<file path="config.mk">
export PLATFORM = sky130hd
export DESIGN_NAME = tmr_dual
export DESIGN_NICKNAME = d
export VERILOG_FILES = /design/src/rtl/tmr_pkg.sv /design/src/rtl/tmr_dec.sv /design/src/rtl/tmr_core.sv /design/src/rtl/tmr_dual.sv
export SDC_FILE = /design/constraint.sdc
export NUM_CORES = 1
export LEC_CHECK = 0
export ABC_AREA = 1
export BUFFER_PORTS_ARGS = -buffer_cell sky130_fd_sc_hd__buf_2
export CAP_MARGIN = 10
export CORE_MARGIN = 5
export CORE_UTILIZATION = 61
export CTS_CLUSTER_SIZE = 16
export DETAILED_ROUTE_END_ITERATION = 16
export PLACE_DENSITY = 0.81
export SYNTH_ARGS = -nofsm -noshare
export SYNTH_HDL_FRONTEND = slang
export SYNTH_SLANG_ARGS = --single-unit
</file>
<file path="constraint.sdc">
create_clock -name clk_i -period 2 [get_ports clk_i]
set_input_delay 0.3 -clock clk_i [delete_from_list [all_inputs] [get_ports clk_i]]
set_output_delay 0.3 -clock clk_i [all_outputs]
set_load 0.05 [all_outputs]
</file>
<file path="src/rtl/tmr_pkg.sv">
package tmr_pkg;
  localparam int unsigned TMR_N   = 2;
  localparam int unsigned CTL_W   = 2;
  localparam int unsigned CTL_IE  = 0;  // interrupt enable
  localparam int unsigned CTL_NH  = 1;  // count only when not halted
  localparam int unsigned OFS_CNT = 0;
  localparam int unsigned OFS_CTL = 1;
  localparam int unsigned OFS_LIM = 2;

  function automatic int unsigned tmr_base(int unsigned idx);
    return (idx == 0) ? 32'h21 : 32'h100;
  endfunction

  typedef struct packed {
    logic cnt_we;
    logic ctl_we;
    logic lim_we;
    logic cnt_re;
    logic ctl_re;
    logic lim_re;
  } tmr_sel_t;
endpackage

</file>
<file path="src/rtl/tmr_dec.sv">
module tmr_dec
  import tmr_pkg::*;
#(
  parameter int unsigned ADDR_W = 12,
  parameter int unsigned BASE   = 32'h21
) (
  input  logic [ADDR_W-1:0] addr_i,
  input  logic              we_i,
  input  logic              re_i,
  output tmr_sel_t          sel_o
);
  localparam logic [ADDR_W-1:0] A_CNT = ADDR_W'(BASE + OFS_CNT);
  localparam logic [ADDR_W-1:0] A_CTL = ADDR_W'(BASE + OFS_CTL);
  localparam logic [ADDR_W-1:0] A_LIM = ADDR_W'(BASE + OFS_LIM);

  logic hit_cnt, hit_ctl, hit_lim;

  always_comb begin
    hit_cnt       = (addr_i == A_CNT);
    hit_ctl       = (addr_i == A_CTL);
    hit_lim       = (addr_i == A_LIM);
    sel_o.cnt_we  = we_i & hit_cnt;
    sel_o.ctl_we  = we_i & hit_ctl;
    sel_o.lim_we  = we_i & hit_lim;
    sel_o.cnt_re  = re_i & hit_cnt;
    sel_o.ctl_re  = re_i & hit_ctl;
    sel_o.lim_re  = re_i & hit_lim;
  end
endmodule

</file>
<file path="src/rtl/tmr_core.sv">
module tmr_core
  import tmr_pkg::*;
#(
  parameter int unsigned DATA_W = 32
) (
  input  logic              clk_i,
  input  logic              rst_ni,
  input  tmr_sel_t          sel_i,
  input  logic [DATA_W-1:0] wdata_i,
  input  logic              halt_i,
  output logic [DATA_W-1:0] cnt_o,
  output logic [DATA_W-1:0] lim_o,
  output logic [CTL_W-1:0]  ctl_o,
  output logic              irq_o,
  output logic [DATA_W-1:0] rdata_o
);
  logic [DATA_W-1:0] cnt_q, lim_q;
  logic [CTL_W-1:0]  ctl_q;
  logic              irq_q;
  logic              adv, wrap;

  always_comb begin
    adv  = ~ctl_q[CTL_NH] | ~halt_i;
    // a count write suppresses both the step and the limit event
    wrap = adv & ~sel_i.cnt_we & (cnt_q == lim_q);
  end

  always_ff @(posedge clk_i or negedge rst_ni) begin
    if (!rst_ni) begin
      cnt_q <= '0;
      lim_q <= '1;
      ctl_q <= '0;
      irq_q <= 1'b0;
    end else begin
      if (sel_i.cnt_we)  cnt_q <= wdata_i;
      else if (wrap)     cnt_q <= '0;
      else if (adv)      cnt_q <= cnt_q + 1'b1;
      if (sel_i.lim_we)  lim_q <= wdata_i;
      if (sel_i.ctl_we)  ctl_q <= wdata_i[CTL_W-1:0];
      // set wins over acknowledge
      if (wrap && ctl_q[CTL_IE]) irq_q <= 1'b1;
      else if (sel_i.ctl_we)     irq_q <= 1'b0;
    end
  end

  always_comb begin
    rdata_o = '0;
    if (sel_i.cnt_re)      rdata_o = cnt_q;
    else if (sel_i.ctl_re) rdata_o = {{(DATA_W-CTL_W){1'b0}}, ctl_q};
    else if (sel_i.lim_re) rdata_o = lim_q;
  end

  assign cnt_o = cnt_q;
  assign lim_o = lim_q;
  assign ctl_o = ctl_q;
  assign irq_o = irq_q;
endmodule

</file>
<file path="src/rtl/tmr_dual.sv">
module tmr_dual
  import tmr_pkg::*;
#(
  parameter int unsigned DATA_W = 32,
  parameter int unsigned ADDR_W = 12
) (
  input  logic              clk_i,
  input  logic              rst_ni,
  input  logic [ADDR_W-1:0] addr_i,
  input  logic [DATA_W-1:0] wdata_i,
  input  logic              we_i,
  input  logic              re_i,
  input  logic              halt_i,
  output logic [DATA_W-1:0] rdata_o,
  output logic [TMR_N-1:0]  irq_o
);
  tmr_sel_t                      sel    [TMR_N];
  logic [TMR_N-1:0][DATA_W-1:0]  cnt_q, lim_q, rd_part;
  logic [TMR_N-1:0][CTL_W-1:0]   ctl_q;
  logic [TMR_N-1:0]              cnt_we, ctl_we;

  for (genvar g = 0; g < TMR_N; g++) begin : g_tmr
    tmr_dec #(.ADDR_W(ADDR_W), .BASE(tmr_base(g))) u_dec (
      .addr_i (addr_i),
      .we_i   (we_i),
      .re_i   (re_i),
      .sel_o  (sel[g])
    );
    tmr_core #(.DATA_W(DATA_W)) u_core (
      .clk_i   (clk_i),
      .rst_ni  (rst_ni),
      .sel_i   (sel[g]),
      .wdata_i (wdata_i),
      .halt_i  (halt_i),
      .cnt_o   (cnt_q[g]),
      .lim_o   (lim_q[g]),
      .ctl_o   (ctl_q[g]),
      .irq_o   (irq_o[g]),
      .rdata_o (rd_part[g])
    );
    assign cnt_we[g] = sel[g].cnt_we;
    assign ctl_we[g] = sel[g].ctl_we;
  end

  // address windows are disjoint, so at most one part is nonzero
  always_comb begin
    rdata_o = '0;
    for (int i = 0; i < TMR_N; i++) rdata_o = rdata_o | rd_part[i];
  end
endmodule

</file>
==> impl_metrics.ini, run 1 <==
[synthesis]
synth.distinct_cells = 37
synth_seq_cells = 134
synth_area_leaders = nand2_1, dfrtp_1, dfstp_2
synth_ff_type = dfrtp_1
avgSynthCellArea_sq_um = 6.720
synth_edf_count = 0
syn_nets = 1546
syn_inst = 1495
synth_warnings = 0
synth_area_sq_um = 10050
ys_seq_area_share_pct = 34.18
async_flop_share_pct = 100.0
synth_largest_area_cell = nand2_1
synth_top_area_share_pct = 19.54

[sta]
max_slew_margin_pct = 55.56
worst_pin_slew_ps = 665.6
fmax_ghz = 0.4860
period_share_pct = 102.9
finalMaxSlewViolations = 0
post-route-min-period_ps = 2057
worst_hold_slack_ps = 167.3
finalHoldViolCount = 0
rsz0062_at_grt = yes
fin_ws_ps = -57.44
finClkSkew_ps = 10.61
setup_viol = 25

[worst_hold_path]
hold_path.class = input port to flip-flop
hold_path_depth = 5

[grt]
grt_pass1_vias = 9618
grt_pass1_wl_microns = 52060
grt_usage_pct = 34.03
antenna_found_initial = 0
overflow = 0
grt_max_degree = 65

[worst_setup_path]
timing_worst_setup_path_type = input port to output pin
arrival_ps = 1760
path_max_fanout = 8
critPathLaunchType = input port
endpoint_kind = output pin
reg2reg_depth = 10
required_ps = 1700

[clocking]
cts_tree = done
cts.sinks = 134
cts_root_buffer = clkbuf_16
cts_buffer_depth = 2
htreeDepth = 4
numCtsBuffers = 17
clkTransAtPathRegs_ps = 60
insertion_delay_ps = 430

[detailed_routing]
first_pass_iters = 6
drc = 0
routed_wl_microns = 35010
vias = 10580
ant_nets = 0
wire_per_inst_microns = 19.23
drt-vias-per-instance = 5.809
drtIter0Drc = 1309

[power_and_ir_drop]
vdd_drop_max_mv = 0.6408
seqPwrFrac_pct = 38.3
switchingPower_mw = 2.261
p_leak_nw = 5.560
clkPwrFrac_pct = 45.0
cellInternalPower_mw = 5.441
pwr_density_cell_nw_per_um2 = 643.7
pwr-share-comb_pct = 16.7
swShare_pct = 29.36

[place]
dp_hpwl_microns = 24320
io_buffers = 82
place_inst = 1775
gp_congestion = 0.9894

[outcome]
status = finished with violations
violations = negative setup slack

[layout]
antenna_cells = 0
stdcell_count = 1821
nets = 1639
area.growth.synth_to_final_pct = 19.09
drive_gt1_share_pct = 21.61

[die]
die_w_microns = 138.3
die_h_microns = 138.3
rows = 47
coreArea_sq_um = 16350
die_area_sq_um = 19140
start_util_pct = 61.45
boundaryPins = 83

[run]
cap_violations = 0
-- metrics by stage --
step           TNS, ps  worst slack, ps  utilization [%]  total power [mW]  area (sq um)
4_1_cts              0            15.16            70.80             7.637         11570
3_3_place_gp    -336.8           -55.28            66.25             4.173         10830
3_5_place_dp     -1119           -97.36            66.25             4.205         10830
5_1_grt          -1812           -89.04            73.18             7.944         11960
6_report        -542.6           -57.44            73.18             7.701         11960
2_1_floorplan        0            140.7                -             3.798         10050
-- synthesized netlist by cell type (4+ instances only) --
library cell  count
buf_4            14
nand3b_1          8
clkbuf_2         16
xor2_1           32
nand2_1         523
xnor2_1          56
inv_2             6
o21ai_1          44
dfstp_2          64
nand3_2          20
nor2_1          107
o21ai_2          14
nor2_2           16
dfrtp_1          70
clkbuf_1          4
inv_1           194
nor2_4            7
buf_2            36
nand3_1         119
nand4_1          32
a21oi_1           4
o21ai_0          51
buf_6            10
nand2_2           7
o22ai_1          23
-- state kept, by name, summed over array words and instances (netlist names) --
| name | cells |
|---|---|
| g_tmr.u_core.cnt_o | 64 |
| g_tmr.u_core.ctl_o | 4 |
| g_tmr.u_core.lim_o | 64 |
| g_tmr.u_core.irq_o | 2 |
-- power groups by stage --
stage | Combinational, mW | Clock (mW) | Sequential (mW)
2_1_floorplan | 0.850 | 0 | 2.95
3_3_place_gp | 1.19 | 0 | 2.98
3_5_place_dp | 1.22 | 0 | 2.98
4_1_cts | 1.24 | 3.46 | 2.94
5_1_grt | 1.39 | 3.60 | 2.96
6_report | 1.29 | 3.47 | 2.95
-- what timing repair did --
item	in CTS	in global routing
cloned	0	9
endpoints found under the hold margin	28	0
buffers inserted	0	4
endpoints found under the setup margin	29	32
pin swaps	0	16
hold buffers	1	0
resized for setup	35	44
-- worst paths after layout --
kind	start	to	slack, ps
min in group asynchronous	rst_ni	g_tmr[0].u_core.irq_o	400
worst min-delay path	wdata_i[10]	g_tmr[0].u_core.cnt_o[10]	170
max in group asynchronous	rst_ni	g_tmr[1].u_core.lim_o[8]	930
worst min register to register	g_tmr[1].u_core.lim_o[23]	g_tmr[1].u_core.lim_o[23]	490
worst max register to register	g_tmr[1].u_core.cnt_o[0]	g_tmr[1].u_core.cnt_o[30]	150
worst max-delay path	addr_i[11]	rdata_o[17]	-60
-- layer usage --
| layer | track usage [%] | routed length (microns) | up-vias |
|---|---|---|---|
| met5 | 0 | 0 | - |
| met2 | 52.08 | 15910 | 739 |
| li1 | - | - | 4834 |
| met3 | 6.423 | 3911 | 133 |
| met4 | 13.10 | 1538 | 0 |
| met1 | 48.07 | 13650 | 4872 |
-- layout make-up --
| type | instances | area (sq um) |
|---|---|---|
| Clock buffer | 18 | 429.2 |
| Clock inverter | 14 | 207.7 |
| Fill cell | 1358 | 4384 |
| Inverter | 202 | 765.7 |
| Multi-Input combinational cell | 1076 | 5418 |
| Sequential cell | 134 | 3433 |
| Tap cell | 220 | 275.3 |
| Timing Repair Buffer | 157 | 1435 |
-- worst max-delay path: stages --
cell	delay [ps]
buf_2	120
nor2_4	100
nand3_2	110
nor2_4	170
nand2_2	90
nor2_4	140
buf_12	150
clkbuf_16	160
nand2_1	60
nand4_1	130
buf_4	220
-- layout by cell type (no fill, tap or decap), types with 13 or more instances in the layout --
master | synthesis | layout
nand2_1 | 523 | 518
inv_1 | 194 | 191
nand3_1 | 119 | 113
nor2_1 | 107 | 104
dfrtp_1 | 70 | 70
buf_4 | 14 | 66
dfstp_2 | 64 | 64
xnor2_1 | 56 | 56
o21ai_0 | 51 | 51
buf_2 | 36 | 48
o21ai_1 | 44 | 44
xor2_1 | 32 | 32
nand4_1 | 32 | 32
nand3_2 | 20 | 26
clkbuf_16 | 0 | 25
o22ai_1 | 23 | 23
buf_6 | 10 | 19
nor2_2 | 16 | 15
o21ai_2 | 14 | 14
buf_12 | 0 | 13
-- kinds of logic after synthesis --
family | synth area share [%]
flops | 34.18
compound gates | 7.585
xor+xnor | 7.672
fa+ha+maj | 0.2491
simple gates | 37.64
buf+inv | 12.68
Note: power is estimated with default switching activity, not from simulation.
==> inputs of run 2 (changes only) <==
- GPL_TIMING_DRIVEN: default -> 0
==> impl_metrics.ini, run 2 (same netlist as run 1, synthesis figures left out) <==
[outcome]
status = finished clean

[detailed_routing]
drtIter0Drc = 1110
first_pass_iters = 5
vias = 10100
routed_wl_microns = 30850
wire_per_inst_microns = 16.76
ant_nets = 0
drc = 0
drt-vias-per-instance = 5.486

[die]
rows = 47
die_h_microns = 138.3
boundaryPins = 83
die_area_sq_um = 19140
start_util_pct = 61.45
coreArea_sq_um = 16350
die_w_microns = 138.3

[worst_setup_path]
reg2reg_slack_ps = 190
r2r_start = g_tmr[0].u_core.cnt_o[0]
slowest_delay_ps = 220
critPathLaunchType = input port
path_cells = buf_2 > nor2_2 > nand3_1 > nor2_4 > nand3_2 > inv_4 > buf_2 > nand2_1 > nand4_1 > buf_6
worstPathBufferInverterCount = 4
path_common_cell = buf_2
timing_worst_setup_path_type = input port to output pin
required_ps = 1700
critPathTopFamily = simple AND/OR/NAND/NOR gates
endpoint_kind = output pin
reg2reg_depth = 10
cpMaxStageDelayCell = nor2_4
path_max_fanout = 5
arrival_ps = 1690
crit_cells = 10
worstReg2RegEnd = g_tmr[0].u_core.cnt_o[30]

[layout]
antenna_cells = 0
fillerInstances = 1353
mostFrequentLayoutCell = nand2_1
area.growth.synth_to_final_pct = 17.20
drive_gt1_share_pct = 22.04
nets = 1658
layout_common_cells = nand2_1, inv_1, nand3_1
stdcell_count = 1840

[place]
place_inst = 1797
io_buffers = 81
dp_hpwl_microns = 23360
pre_cts_slack_ps = -259.8
gp_congestion = 0.9772

[sta]
fmax_ghz = 0.5036
setup_tns_ps = 0
finalHoldViolCount = 0
setup_viol = 0
period_share_pct = 99.29
fin_ws_ps = 14.20
max_slew_margin_pct = 59.29
rsz0062_at_grt = yes
finalMaxSlewViolations = 0
worst_pin_slew_ps = 610.7
post-route-min-period_ps = 1986
finClkSkew_ps = 6.920

[power_and_ir_drop]
pwr_density_cell_nw_per_um2 = 623.6
vdd_drop_max_mv = 0.6253
p_leak_nw = 5.507

[clocking]
cts.sinks = 134
htreeDepth = 4
numCtsBuffers = 17
cts_buffer_depth = 2
clkTransAtPathRegs_ps = 60
insertion_delay_ps = 430
cts_tree = done
cts_root_buffer = clkbuf_16

[grt]
antenna_found_initial = 0
grt_pass1_vias = 9685
overflow = 0
grt_pass1_wl_microns = 49270
grt_max_degree = 103
grt_usage_pct = 32.09

[worst_hold_path]
hold_start = wdata_i[0]
hold_path.class = input port to flip-flop
hold_end = g_tmr[0].u_core.cnt_o[0]
hold_path_depth = 5

[run]
cap_violations = 0
==> run 2: changes by cell type in the layout (fill, tap and decap cells not counted), moves of 3 or more <==
cell | before | now
clkinv_4 | 3 | 0
clkinv_2 | 5 | 1
buf_4 | 66 | 29
bufinv_16 | 5 | 1
buf_2 | 48 | 79
buf_12 | 13 | 1
buf_6 | 19 | 41
clkbuf_8 | 0 | 8
clkbuf_1 | 1 | 9
clkbuf_2 | 0 | 16
clkbuf_16 | 25 | 17
nor2_1 | 104 | 101
==> run 2: worst max-delay path by stage <==
| stage | start | end | slack (ps) |
|---|---|---|---|
| floorplan | addr_i[2] | rdata_o[10] | 140 |
| global placement | rst_ni | g_tmr[1].u_core.cnt_o[24] | -1190 |
| detailed placement | addr_i[2] | rdata_o[15] | -260 |
| CTS | addr_i[7] | rdata_o[1] | 4 |
| global route | addr_i[10] | rdata_o[6] | -50 |
| finish | addr_i[10] | rdata_o[17] | 10 |
==> run 2: cell type report <==
class,count,area [sq um],area share [%]
Sequential cell,134,3433,29.16
Tap cell,220,275.3,2.338
Timing Repair Buffer,93,704.4,5.983
Buffer,83,560.5,4.761
Clock buffer,30,554.3,4.708
Inverter,202,763.2,6.482
Multi-Input combinational cell,1076,5448,46.27
Clock inverter,2,35.03,0.2976
==> run 2: timing repair <==
action	CTS	global route
hold endpoints to repair	32	0
cloned	2	2
endpoints found under the setup margin	32	34
pin swaps	12	13
resized for setup	69	36
setup buffers	4	2
hold buffers	1	0
==> run 2: routing by layer <==
layer / vias to the layer above / part of all wire (%) / GRT usage [%]
met5: - / 0 / 0
met2: 492 / 44 / 49.23
met3: 122 / 8.3 / 5.939
met4: 0 / 6.5 / 18.82
li1: 4867 / - / -
met1: 4614 / 41 / 42.59
==> run 2: worst reg2reg max path, cell delays in order, from the launching register on <==
cell and delay [ps]:
dfrtp_1 470, ha_1 210, nand2_1 120, inv_1 110, nand3_1 120, nor2_1 340
nand2_1 90, nand2_1 60, nand2_1 50, nand3_1 80, nand2_1 50
==> run 2: report_power, final <==
group / internal [mW] / switching, mW / total (mW)
Combinational: 0.449 / 0.820 / 1.27
Sequential: 2.82 / 0.142 / 2.96
Clock: 1.98 / 1.14 / 3.12
Total: 5.24 / 2.10 / 7.34
==> run 2: per-stage QoR <==
| stage | hold WS [ps] | utilization, % | cell area [sq um] | power (mW) |
|---|---|---|---|---|
| finish | 165.6 | 72.02 | 11770 | 7.342 |
| global route | 195.5 | 72.02 | 11770 | 7.617 |
| CTS | 165.4 | 71.10 | 11620 | 7.321 |
| detailed placement | 217.0 | 65.82 | 10760 | 4.224 |
| global placement | 475.1 | 65.61 | 10730 | 4.195 |
| floorplan | 4.409 | - | 10050 | 3.798 |
